### src/rtl/dualrf_pkg.sv
// Package: shared constants and types for the dual register file.
// Assumes exactly two files, so one select bit reaches every file.
package dualrf_pkg;
    localparam int NUM_FILES = 2;
    localparam int SEL_W     = 1;

    typedef logic [SEL_W-1:0] file_sel_t;

    // Direction of a data port: drive stored data out, or accept data in.
    typedef enum logic {
        PORT_DRIVE  = 1'b0,
        PORT_ACCEPT = 1'b1
    } port_mode_e;
endpackage

### src/rtl/dualrf_decoder.sv
// Module: binary to one-hot word decoder.
// Exactly one output bit is set for every address below DEPTH.
// Assumes DEPTH does not exceed 2**ADDR_W.
module dualrf_decoder #(
    parameter int DEPTH  = 16,
    parameter int ADDR_W = $clog2(DEPTH)
) (
    input  logic [ADDR_W-1:0] addr,
    output logic [DEPTH-1:0]  word_hit
);
    genvar w;
    generate
        for (w = 0; w < DEPTH; w++) begin : g_hit
            // Purpose: compare the address with this word's index.
            assign word_hit[w] = (addr == ADDR_W'(w));
        end
    endgenerate
endmodule

### src/rtl/dualrf_bank.sv
// Module: one register file of DEPTH words of DATA_W bits.
// Writes happen on the rising clock edge; reads are combinational.
// A write is not forwarded to the read port in the same cycle.
// Assumes a synchronous active-low reset that clears every word.
module dualrf_bank #(
    parameter int DATA_W = 4,
    parameter int DEPTH  = 16,
    parameter int ADDR_W = $clog2(DEPTH)
) (
    input  logic              clk,
    input  logic              rst_n,
    input  logic [ADDR_W-1:0] addr,
    input  logic              wr_en,
    input  logic [DATA_W-1:0] wr_data,
    output logic [DATA_W-1:0] rd_data
);
    logic [DEPTH-1:0]             word_hit;
    logic [DEPTH-1:0][DATA_W-1:0] word_bus;

    dualrf_decoder #(
        .DEPTH  (DEPTH),
        .ADDR_W (ADDR_W)
    ) u_decoder (
        .addr     (addr),
        .word_hit (word_hit)
    );

    genvar w;
    generate
        for (w = 0; w < DEPTH; w++) begin : g_word
            logic [DATA_W-1:0] word_q;

            // Purpose: clear on reset, else load this word when it is addressed and enabled.
            always_ff @(posedge clk) begin
                if (!rst_n) begin
                    word_q <= '0;
                end else if (wr_en && word_hit[w]) begin
                    word_q <= wr_data;
                end
            end

            assign word_bus[w] = word_q;
        end
    endgenerate

    // Purpose: select the addressed word with an AND-OR over the one-hot hits.
    always_comb begin
        rd_data = '0;
        for (int i = 0; i < DEPTH; i++) begin
            if (word_hit[i]) begin
                rd_data = rd_data | word_bus[i];
            end
        end
    end
endmodule

### src/rtl/dualrf_write_arbiter.sv
// Module: turns port routing, port direction and file enables into per-file write strobes.
// A file is written only when its enable is set and some accepting port selects it.
// When both ports accept data for the same file, port B's data is used.
module dualrf_write_arbiter
    import dualrf_pkg::*;
#(
    parameter int DATA_W = 4
) (
    input  file_sel_t                        pa_sel,
    input  file_sel_t                        pb_sel,
    input  port_mode_e                       pa_mode,
    input  port_mode_e                       pb_mode,
    input  logic [DATA_W-1:0]                pa_data,
    input  logic [DATA_W-1:0]                pb_data,
    input  logic [NUM_FILES-1:0]             file_wen,
    output logic [NUM_FILES-1:0]             bank_we,
    output logic [NUM_FILES-1:0][DATA_W-1:0] bank_wdata
);
    genvar f;
    generate
        for (f = 0; f < NUM_FILES; f++) begin : g_file
            logic a_claims;
            logic b_claims;

            // Purpose: find which accepting ports are routed to this file.
            assign a_claims = (pa_mode == PORT_ACCEPT) && (pa_sel == SEL_W'(f));
            assign b_claims = (pb_mode == PORT_ACCEPT) && (pb_sel == SEL_W'(f));

            // Purpose: the strobe needs the enable and at least one claimant.
            assign bank_we[f] = file_wen[f] && (a_claims || b_claims);

            // Purpose: port B's data takes precedence over port A's.
            assign bank_wdata[f] = b_claims ? pb_data : pa_data;
        end
    endgenerate
endmodule

### src/rtl/dualrf_port_driver.sv
// Module: output side of one data port.
// Picks the selected file's read data and produces the output enable from the direction.
// Drives zeros when the port is accepting, so a disabled bus carries no stale data.
module dualrf_port_driver
    import dualrf_pkg::*;
#(
    parameter int DATA_W = 4
) (
    input  file_sel_t                        sel,
    input  port_mode_e                       mode,
    input  logic [NUM_FILES-1:0][DATA_W-1:0] bank_rdata,
    output logic [DATA_W-1:0]                dout,
    output logic                             oe
);
    // Purpose: the driver is enabled only in drive mode.
    assign oe = (mode == PORT_DRIVE);

    // Purpose: route the chosen file's word out, gated by the enable.
    always_comb begin
        dout = '0;
        if (oe) begin
            dout = bank_rdata[sel];
        end
    end
endmodule

### src/rtl/dual_regfile_router.sv
// Module: top of the dual register file.
// Contains two banks, a write arbiter and two port drivers.
// Each bank is addressed by its own address bus, whichever port reaches it.
// Tri-state ports are represented by separate data-in, data-out and enable buses.
module dual_regfile_router
    import dualrf_pkg::*;
#(
    parameter int DATA_W = 4,
    parameter int DEPTH  = 16,
    parameter int ADDR_W = $clog2(DEPTH)
) (
    input  logic              clk,
    input  logic              rst_n,
    input  logic [ADDR_W-1:0] f0_addr,
    input  logic              f0_wen,
    input  logic [ADDR_W-1:0] f1_addr,
    input  logic              f1_wen,
    input  logic              pa_file,
    input  logic              pb_file,
    input  logic              pa_write,
    input  logic              pb_write,
    input  logic [DATA_W-1:0] pa_din,
    input  logic [DATA_W-1:0] pb_din,
    output logic [DATA_W-1:0] pa_dout,
    output logic [DATA_W-1:0] pb_dout,
    output logic              pa_oe,
    output logic              pb_oe
);
    logic [NUM_FILES-1:0][ADDR_W-1:0] bank_addr;
    logic [NUM_FILES-1:0]             file_wen;
    logic [NUM_FILES-1:0]             bank_we;
    logic [NUM_FILES-1:0][DATA_W-1:0] bank_wdata;
    logic [NUM_FILES-1:0][DATA_W-1:0] bank_rdata;
    port_mode_e                       pa_mode;
    port_mode_e                       pb_mode;
    file_sel_t                        pa_sel;
    file_sel_t                        pb_sel;

    // Purpose: collect the per-file controls into indexed buses.
    assign bank_addr[0] = f0_addr;
    assign bank_addr[1] = f1_addr;
    assign file_wen     = {f1_wen, f0_wen};

    // Purpose: give the raw control pins their typed meaning.
    assign pa_mode = port_mode_e'(pa_write);
    assign pb_mode = port_mode_e'(pb_write);
    assign pa_sel  = file_sel_t'(pa_file);
    assign pb_sel  = file_sel_t'(pb_file);

    dualrf_write_arbiter #(
        .DATA_W (DATA_W)
    ) u_arbiter (
        .pa_sel     (pa_sel),
        .pb_sel     (pb_sel),
        .pa_mode    (pa_mode),
        .pb_mode    (pb_mode),
        .pa_data    (pa_din),
        .pb_data    (pb_din),
        .file_wen   (file_wen),
        .bank_we    (bank_we),
        .bank_wdata (bank_wdata)
    );

    genvar f;
    generate
        for (f = 0; f < NUM_FILES; f++) begin : g_bank
            dualrf_bank #(
                .DATA_W (DATA_W),
                .DEPTH  (DEPTH),
                .ADDR_W (ADDR_W)
            ) u_bank (
                .clk     (clk),
                .rst_n   (rst_n),
                .addr    (bank_addr[f]),
                .wr_en   (bank_we[f]),
                .wr_data (bank_wdata[f]),
                .rd_data (bank_rdata[f])
            );
        end
    endgenerate

    dualrf_port_driver #(
        .DATA_W (DATA_W)
    ) u_drv_a (
        .sel        (pa_sel),
        .mode       (pa_mode),
        .bank_rdata (bank_rdata),
        .dout       (pa_dout),
        .oe         (pa_oe)
    );

    dualrf_port_driver #(
        .DATA_W (DATA_W)
    ) u_drv_b (
        .sel        (pb_sel),
        .mode       (pb_mode),
        .bank_rdata (bank_rdata),
        .dout       (pb_dout),
        .oe         (pb_oe)
    );
endmodule

### config.mk
export PLATFORM = sky130hd
export DESIGN_NAME = dual_regfile_router
export DESIGN_NICKNAME = d
export VERILOG_FILES = /design/src/rtl/dualrf_pkg.sv /design/src/rtl/dualrf_decoder.sv /design/src/rtl/dualrf_bank.sv /design/src/rtl/dualrf_write_arbiter.sv /design/src/rtl/dualrf_port_driver.sv /design/src/rtl/dual_regfile_router.sv
export SDC_FILE = /design/constraint.sdc
export NUM_CORES = 1
export LEC_CHECK = 0
export BUFFER_PORTS_ARGS = -buffer_cell sky130_fd_sc_hd__buf_2
export CORE_MARGIN = 8
export CORE_UTILIZATION = 45
export DETAILED_ROUTE_END_ITERATION = 16
export PLACE_DENSITY_LB_ADDON = 0.1
export SYNTH_ARGS = -nofsm -noshare
export SYNTH_HDL_FRONTEND = slang
export SYNTH_SLANG_ARGS = --single-unit
### constraint.sdc
create_clock -name clk -period 2.55 [get_ports clk]
set_input_delay 0.6375 -clock clk [delete_from_list [all_inputs] [get_ports clk]]
set_output_delay 0.6375 -clock clk [all_outputs]
set_load 0.01 [all_outputs]
==> results_dict.tcl, run 1 <==
set metrics [dict create \
    cts_made_buffers 17 \
    syn-num-nets 706 \
    end_kind "output pin" \
    area.sequential_um2 2560 \
    critical_path.startpoint "f1_addr[0]" \
    vdd.ir_drop.worst_uv 471 \
    status "finished with violations" \
    num_io_pins 34 \
    vertical_die_dimension_um 135 \
    synth.top_cell.area_share_pct 40.4 \
    timing.setup.critical_path_class "primary input to output pin" \
    r2r_cells 2 \
    finalInstanceArea_um2 8400 \
    clkPwrFrac_pct 49.2 \
    drtAntennaViolNets 0 \
    drcViolationCount 0 \
    synth_seq_area_share_pct 40.4 \
    die_x_um 135 \
    synth_commonest_cells "sky130_fd_sc_hd__dfxtp_1 (128), sky130_fd_sc_hd__nand2_1 (120), sky130_fd_sc_hd__o211a_1 (99)" \
    cap_viol_max_count 0 \
    synth-warning-count 0 \
    gp_congestion 0.858 \
    via_count_of_the_first_global_routing_pass 5745 \
    timing.reg2reg.setup_slack_ps 1750 \
    required_ps 1910 \
    avgRoutedWirePerCell_um 19.8 \
    grt_antenna_before_repair 0 \
    proportion_of_total_power_due_to_net_switching_pct 23.7 \
    cts_tree "yes" \
    detailed_place.area_um2 7180 \
    start_util_pct 45.9 \
    globalRouteOverflowTotal 0 \
    post_route_cells_drive_above_1_share_pct 30.4 \
    post-route-util_pct 60.8 \
    htreeDepth 4 \
    critPathCapture "pb_dout[3]" \
    area_delta_synth_final_pct 32.4 \
    timing_worst_slew_pin_value_ps 574 \
    synthArstFlopShare_pct 0 \
    unrepaired_setup_endpoints_after_global_routing "true" \
    worstReg2RegEnd "g_bank[0].u_bank.g_word[4].word_q[3]$_SDFFE_PN0P_" \
    insertion_delay_ps 420 \
    power_density_nw_per_um2 614 \
    grt_use_total_pct 21.4 \
    dp_hpwl_mm 13.0 \
    grt_first_pass_wirelength_mm 30.4 \
    design.final.nets 805 \
    worst_hold_path_type "register to register" \
    viasPerCell 5.80 \
    cts.root.buffer_cell "sky130_fd_sc_hd__clkbuf_16" \
    synth-seq-cells 128 \
    route.vias.total 5649 \
    cts.clk_slew.worst_paths_ps 50 \
    maximum_number_of_pins_on_one_net_before_global_route_repair 129 \
    cell_internal_pwr_uw 3930 \
    final.setup.worst_slack_ps -171 \
    multi_input_area_um2 3920 \
    worstPathMaxFanout 11 \
    coreArea_um2 13800 \
    largest-register "g_bank.u_bank.g_word.word_q" \
    insertedDiodeCount 0 \
    nFillCells 1138 \
    firstDrtPassIters 5 \
    buffer_ports.inserted 33 \
    ys_dominant_reg_cell "sky130_fd_sc_hd__dfxtp_1" \
    cts.sinks 128 \
    synth_area_leader_cell "sky130_fd_sc_hd__dfxtp_1" \
    final_min_period_over_clock_period_pct 107 \
    num_rows 43 \
    synth-edff-count 0 \
    final-max-slew-violation-count 0 \
    cp_cell_sequence "buf_12, buf_4, nor4b_2, a31oi_1, a32o_2, o211a_1, a211oi_2, buf_2" \
    synth_cells 682 \
    synth_area_um2 6350 \
    clockBufferDepth 2 \
    total_switching_power_uw 1220 \
    yosys.cell_types.count 58 \
    yosys.cell_count.top_type "sky130_fd_sc_hd__dfxtp_1" \
    timing.rr.start "g_bank[0].u_bank.g_word[4].word_q[3]$_SDFFE_PN0P_" \
    max_freq_mhz 368 \
    final_setup_violation_count 8 \
    finalPower_uw 5160 \
    reg_top3 "g_bank.u_bank.g_word.word_q: 128 flops" \
    period_minus_slack_ps 2720 \
    synth.area.top_cells "sky130_fd_sc_hd__dfxtp_1 (40%), sky130_fd_sc_hd__o211a_1 (16%), sky130_fd_sc_hd__nand2_1 (7.1%)" \
    largest_reg_flops 128 \
    p_leak_uw 0.00456 \
    critical_path_cell_with_the_highest_stage_delay "sky130_fd_sc_hd__nor4b_2" \
    finalHoldWorstSlack_ps 495 \
    detailedRoute.firstIterationViolations 406 \
    crit_path_max_incr_delay_ps 330 \
    cp_launch_type "primary input" \
    critPathArrivalTime_ps 2080 \
    worst_rel_slew_slack_pct 61.8 \
    sequentialPowerShare_pct 39.5 \
    clock_skew_ps 0 \
    die_area_um2 18200 \
    timing_hold_violations_final 0 \
    violations "setup timing" \
    totalWireLength_mm 19.3 \
    p_comb_share_pct 11.3 \
    synth_area_per_cell_um2 9.31 \
]
-- power by group through the flow --
stage / Clock, µW / Combinational, µW / Sequential [µW]
after detailed placement: 0 / 488 / 2080
after CTS: 2560 / 554 / 2040
after global placement: 0 / 483 / 2080
final: 2540 / 583 / 2040
after global routing: 2660 / 614 / 2040
after floorplan: 0 / 270 / 2070
-- through the flow --
| step | setup slack [ps] | TNS (ps) | std cells |
|---|---|---|---|
| global placement | -480 | -3200 | 932 |
| detailed placement | -481 | -3100 | 932 |
| CTS | -165 | -853 | 974 |
| global route | -277 | -1400 | 974 |
| finish | -171 | -970 | 974 |
| floorplan | 19.0 | 0 | 682 |
-- placed cells by master, fill, tap and decap left out, types with 5 or more instances in the layout --
cell,synthesis,routed
sky130_fd_sc_hd__nor2b_1,32,28
sky130_fd_sc_hd__a31oi_1,7,5
sky130_fd_sc_hd__nor2_1,37,35
sky130_fd_sc_hd__nand2b_1,9,9
sky130_fd_sc_hd__nor3b_1,11,10
sky130_fd_sc_hd__clkbuf_16,0,17
sky130_fd_sc_hd__nand3_1,11,9
sky130_fd_sc_hd__inv_1,6,6
sky130_fd_sc_hd__a211oi_2,0,5
sky130_fd_sc_hd__a21oi_2,0,5
sky130_fd_sc_hd__a21oi_1,18,13
sky130_fd_sc_hd__a22oi_1,12,7
sky130_fd_sc_hd__and3_1,6,5
sky130_fd_sc_hd__clkbuf_8,0,5
sky130_fd_sc_hd__a22oi_2,0,5
sky130_fd_sc_hd__o211a_1,99,99
sky130_fd_sc_hd__dfxtp_1,128,128
sky130_fd_sc_hd__buf_6,3,12
sky130_fd_sc_hd__mux2_2,16,13
sky130_fd_sc_hd__mux2i_1,43,43
sky130_fd_sc_hd__buf_12,0,7
sky130_fd_sc_hd__nand2_1,120,118
sky130_fd_sc_hd__buf_4,1,77
sky130_fd_sc_hd__nand2_2,4,5
sky130_fd_sc_hd__buf_2,21,25
-- routing by layer --
| metal | up-vias | wire length [µm] | GRT usage (%) |
|---|---|---|---|
| met1 | 2745 | 7700 | 22.9 |
| met2 | 133 | 10100 | 38.2 |
| met3 | 51 | 786 | 5.16 |
| met4 | 0 | 780 | 11.6 |
| met5 | - | 0 | 0 |
| li1 | 2720 | - | - |
-- worst min path at each step --
stage / from / endpoint / cells after the start
final: g_bank[1].u_bank.g_word[8].word_q[2]$_SDFFE_PN0P_ / g_bank[1].u_bank.g_word[8].word_q[2]$_SDFFE_PN0P_ / 1
after global routing: g_bank[1].u_bank.g_word[7].word_q[1]$_SDFFE_PN0P_ / g_bank[1].u_bank.g_word[7].word_q[1]$_SDFFE_PN0P_ / 1
after CTS: g_bank[1].u_bank.g_word[15].word_q[0]$_SDFFE_PN0P_ / g_bank[1].u_bank.g_word[15].word_q[0]$_SDFFE_PN0P_ / 1
after detailed placement: g_bank[1].u_bank.g_word[15].word_q[0]$_SDFFE_PN0P_ / g_bank[1].u_bank.g_word[15].word_q[0]$_SDFFE_PN0P_ / 1
after global placement: g_bank[1].u_bank.g_word[14].word_q[2]$_SDFFE_PN0P_ / g_bank[1].u_bank.g_word[14].word_q[2]$_SDFFE_PN0P_ / 1
after floorplan: g_bank[0].u_bank.g_word[0].word_q[0]$_SDFFE_PN0P_ / g_bank[0].u_bank.g_word[0].word_q[0]$_SDFFE_PN0P_ / 1
-- cells by family (layout without fill, tap and decap cells) --
| kind of cell | Yosys count | in the layout | share of synthesized area [%] |
|---|---|---|---|
| compound gates | 189 | 189 | 26.3 |
| simple gates | 254 | 254 | 19.5 |
| mux | 60 | 60 | 9.97 |
| flops | 128 | 128 | 40.4 |
| buf+inv | 51 | 163 | 3.84 |
-- final cells by class --
type                            count  area share (%)
Multi-Input combinational cell    503            46.6
Sequential cell                   128            30.5
Timing Repair Buffer              125            12.5
Clock buffer                       23            5.93
Tap cell                          180            2.68
Clock inverter                      9            1.53
Inverter                            6           0.268
-- timing repair --
item | in CTS | in global routing
gates cloned | 2 | 0
resized for setup | 88 | 27
hold buffers | 0 | 0
setup buffers | 8 | 1
pin swaps | 29 | 20
endpoints found under the setup margin | 8 | 8
-- worst max-delay path, delay by kind of cell --
family	cells	cell delay, ps
compound gates	4	650
simple gates	1	330
buf+inv	3	450
(Power assumes the default switching activity.)
==> inputs of run 2 (changes only) <==
ABC_CLOCK_PERIOD_IN_PS = 2550   (was not set)
CORE_ASPECT_RATIO = 0.7   (was not set)
==> run 2 against run 1 <==
The flow still finishes with violations (setup timing). Total power rose by 1.4%. First-iteration DRC count increased by 14%. Via count increased by 2.6%. Register-to-register slack better by 20 ps. Cell area is 1.1% higher. Final cell count grew 2.7%. Setup slack better by 28 ps. Global-route usage rose by 1.7 points. Die area is 0.34% higher. Critical path depth is the same. Critical path type unchanged. Largest power group unchanged.
==> results_dict.tcl, run 2 (synthesis results as in run 1) <==
set metrics [dict create \
    maximum_number_of_pins_on_one_net_before_global_route_repair 50 \
    final.setup.worst_slack_ps -143 \
    clock_skew_ps 0 \
    vdd.ir_drop.worst_uv 532 \
    placed_cells 949 \
    worstHoldStart "g_bank[1].u_bank.g_word[0].word_q[2]$_SDFFE_PN0P_" \
    grt_antenna_before_repair 0 \
    largest-register "g_bank.u_bank.g_word.word_q" \
    max_freq_mhz 371 \
    timing_worst_slew_pin_value_ps 533 \
    detailedRoute.firstIterationViolations 464 \
    cp_launch_type "primary input" \
    power_density_nw_per_um2 615 \
    worstPathMaxFanout 8 \
    cts_made_buffers 17 \
    critPathArrivalTime_ps 2060 \
    p_comb_share_pct 11.4 \
    insertedDiodeCount 0 \
    viasPerCell 5.80 \
    via_count_of_the_first_global_routing_pass 5496 \
    grt_use_total_pct 23.1 \
    worst_hold_path_type "register to register" \
    post_layout_nonfiller_instances 1000 \
    insertion_delay_ps 410 \
    cap_viol_max_count 0 \
    total_switching_power_uw 1280 \
    timing.hold.worst_path_depth 1 \
    finalPower_uw 5230 \
    cts.root.buffer_cell "sky130_fd_sc_hd__clkbuf_16" \
    layout.cells.most_common "sky130_fd_sc_hd__dfxtp_1" \
    dp_hpwl_mm 14.7 \
    cell_internal_pwr_uw 3950 \
    period_minus_slack_ps 2690 \
    required_ps 1910 \
    finalHoldWorstSlack_ps 498 \
    final_min_period_over_clock_period_pct 106 \
    p_leak_uw 0.00467 \
    start_util_pct 45.8 \
    worstReg2RegEnd "g_bank[0].u_bank.g_word[4].word_q[1]$_SDFFE_PN0P_" \
    status "finished with violations" \
    layout_common_cells "sky130_fd_sc_hd__dfxtp_1 (128), sky130_fd_sc_hd__nand2_1 (118), sky130_fd_sc_hd__o211a_1 (99)" \
    totalWireLength_mm 20.6 \
    hold_buffers_post_cts 0 \
    coreArea_um2 13900 \
    proportion_of_total_power_due_to_net_switching_pct 24.5 \
    post_route_cells_drive_above_1_share_pct 31.0 \
    crit_path_max_incr_delay_ps 370 \
    cts.sinks 128 \
    num_rows 36 \
    timing.rr.start "g_bank[0].u_bank.g_word[4].word_q[1]$_SDFFE_PN0P_" \
    die_area_um2 18200 \
    route.vias.total 5797 \
    critical_path_cell_with_the_highest_stage_delay "sky130_fd_sc_hd__a2111oi_4" \
    htreeDepth 4 \
    cts_tree "yes" \
    r2r_cells 2 \
    clkPwrFrac_pct 49.6 \
    worst_rel_slew_slack_pct 64.3 \
    clockBufferDepth 2 \
    nFillCells 1231 \
    firstDrtPassIters 5 \
    vertical_die_dimension_um 115 \
    grt_first_pass_wirelength_mm 31.8 \
    buffer_ports.inserted 33 \
    drtAntennaViolNets 0 \
    sequentialPowerShare_pct 39.0 \
    cts.clk_slew.worst_paths_ps 60 \
    reg_top3 "g_bank.u_bank.g_word.word_q: 128 flops" \
    unrepaired_setup_endpoints_after_global_routing "true" \
    final_setup_violation_count 8 \
    num_io_pins 34 \
    die_x_um 158 \
    gp_congestion 0.950 \
    largest_reg_flops 128 \
    design.final.nets 821 \
    avgRoutedWirePerCell_um 20.6 \
    violations "setup timing" \
    timing.reg2reg.setup_slack_ps 1770 \
    drcViolationCount 0 \
    final-max-slew-violation-count 0 \
    end_kind "output pin" \
    worstHoldEndpoint "g_bank[1].u_bank.g_word[0].word_q[2]$_SDFFE_PN0P_" \
    timing_hold_violations_final 0 \
    timing.setup.critical_path_class "primary input to output pin" \
    cp_cell_sequence "buf_12, buf_6, nor2b_4, and4b_2, a2111oi_4, a21oi_1, a21o_1, buf_2" \
    area_delta_synth_final_pct 33.9 \
    globalRouteOverflowTotal 0 \
]
run 2: routing by layer:
| metal | track usage (%) | vias to the layer above | routed length (µm) |
|---|---|---|---|
| met5 | 0 | - | 0 |
| met4 | 6.14 | 0 | 148 |
| met3 | 5.56 | 13 | 1380 |
| met2 | 30.8 | 176 | 8160 |
| met1 | 35.5 | 2860 | 10900 |
| li1 | - | 2748 | - |
run 2: layout make-up:
cell class	count	area, µm²	share of cell area, %
Multi-Input combinational cell	503	3850	45.3
Sequential cell	128	2560	30.2
Timing Repair Buffer	141	1200	14.1
Clock buffer	19	443	5.21
Tap cell	190	238	2.80
Clock inverter	13	185	2.18
Inverter	6	22.5	0.265
run 2: metrics by stage:
step                area, µm²  util, %  setup TNS, ps  setup slack (ps)
floorplan                6360        -              0              19.0
global placement         7290     52.5          -2730              -365
detailed placement       7290     52.5          -2700              -378
CTS                      8420     60.7           -703              -108
global route             8500     61.3          -1300              -193
finish                   8500     61.3           -959              -143
run 2: how the worst max path moves through the flow:
stage                from  slack (ps)         end  depth (start not counted)
2_1_floorplan  f1_addr[0]          20  pa_dout[3]                          7
3_3_place_gp   f0_addr[2]        -360  pa_dout[3]                          9
3_5_place_dp   f1_addr[0]        -380  pa_dout[1]                          8
4_1_cts        f1_addr[0]        -110  pb_dout[2]                          8
5_1_grt        f1_addr[0]        -190  pb_dout[2]                          8
6_report       f1_addr[0]        -140  pb_dout[2]                          8
run 2: timing repair:
item	in CTS	in global routing
buffers inserted	17	2
hold endpoints to repair	0	0
pin swaps	22	16
setup endpoints to repair	8	8
gates resized for setup	93	10
gates cloned	1	0
run 2: critical path, delay by kind of cell:
kind | cells | cell delay [ps]
AOI/OAI and AO/OA | 3 | 640
buffers and inverters | 3 | 380
and+or+nand+nor | 2 | 380
run 2: power groups by stage:
stage          sequential [µW]  clock, µW  combinational, µW
6_report                  2040       2590                594
5_1_grt                   2040       2730                626
4_1_cts                   2040       2620                569
3_5_place_dp              2080          0                491
3_3_place_gp              2080          0                485
2_1_floorplan             2070          0                270
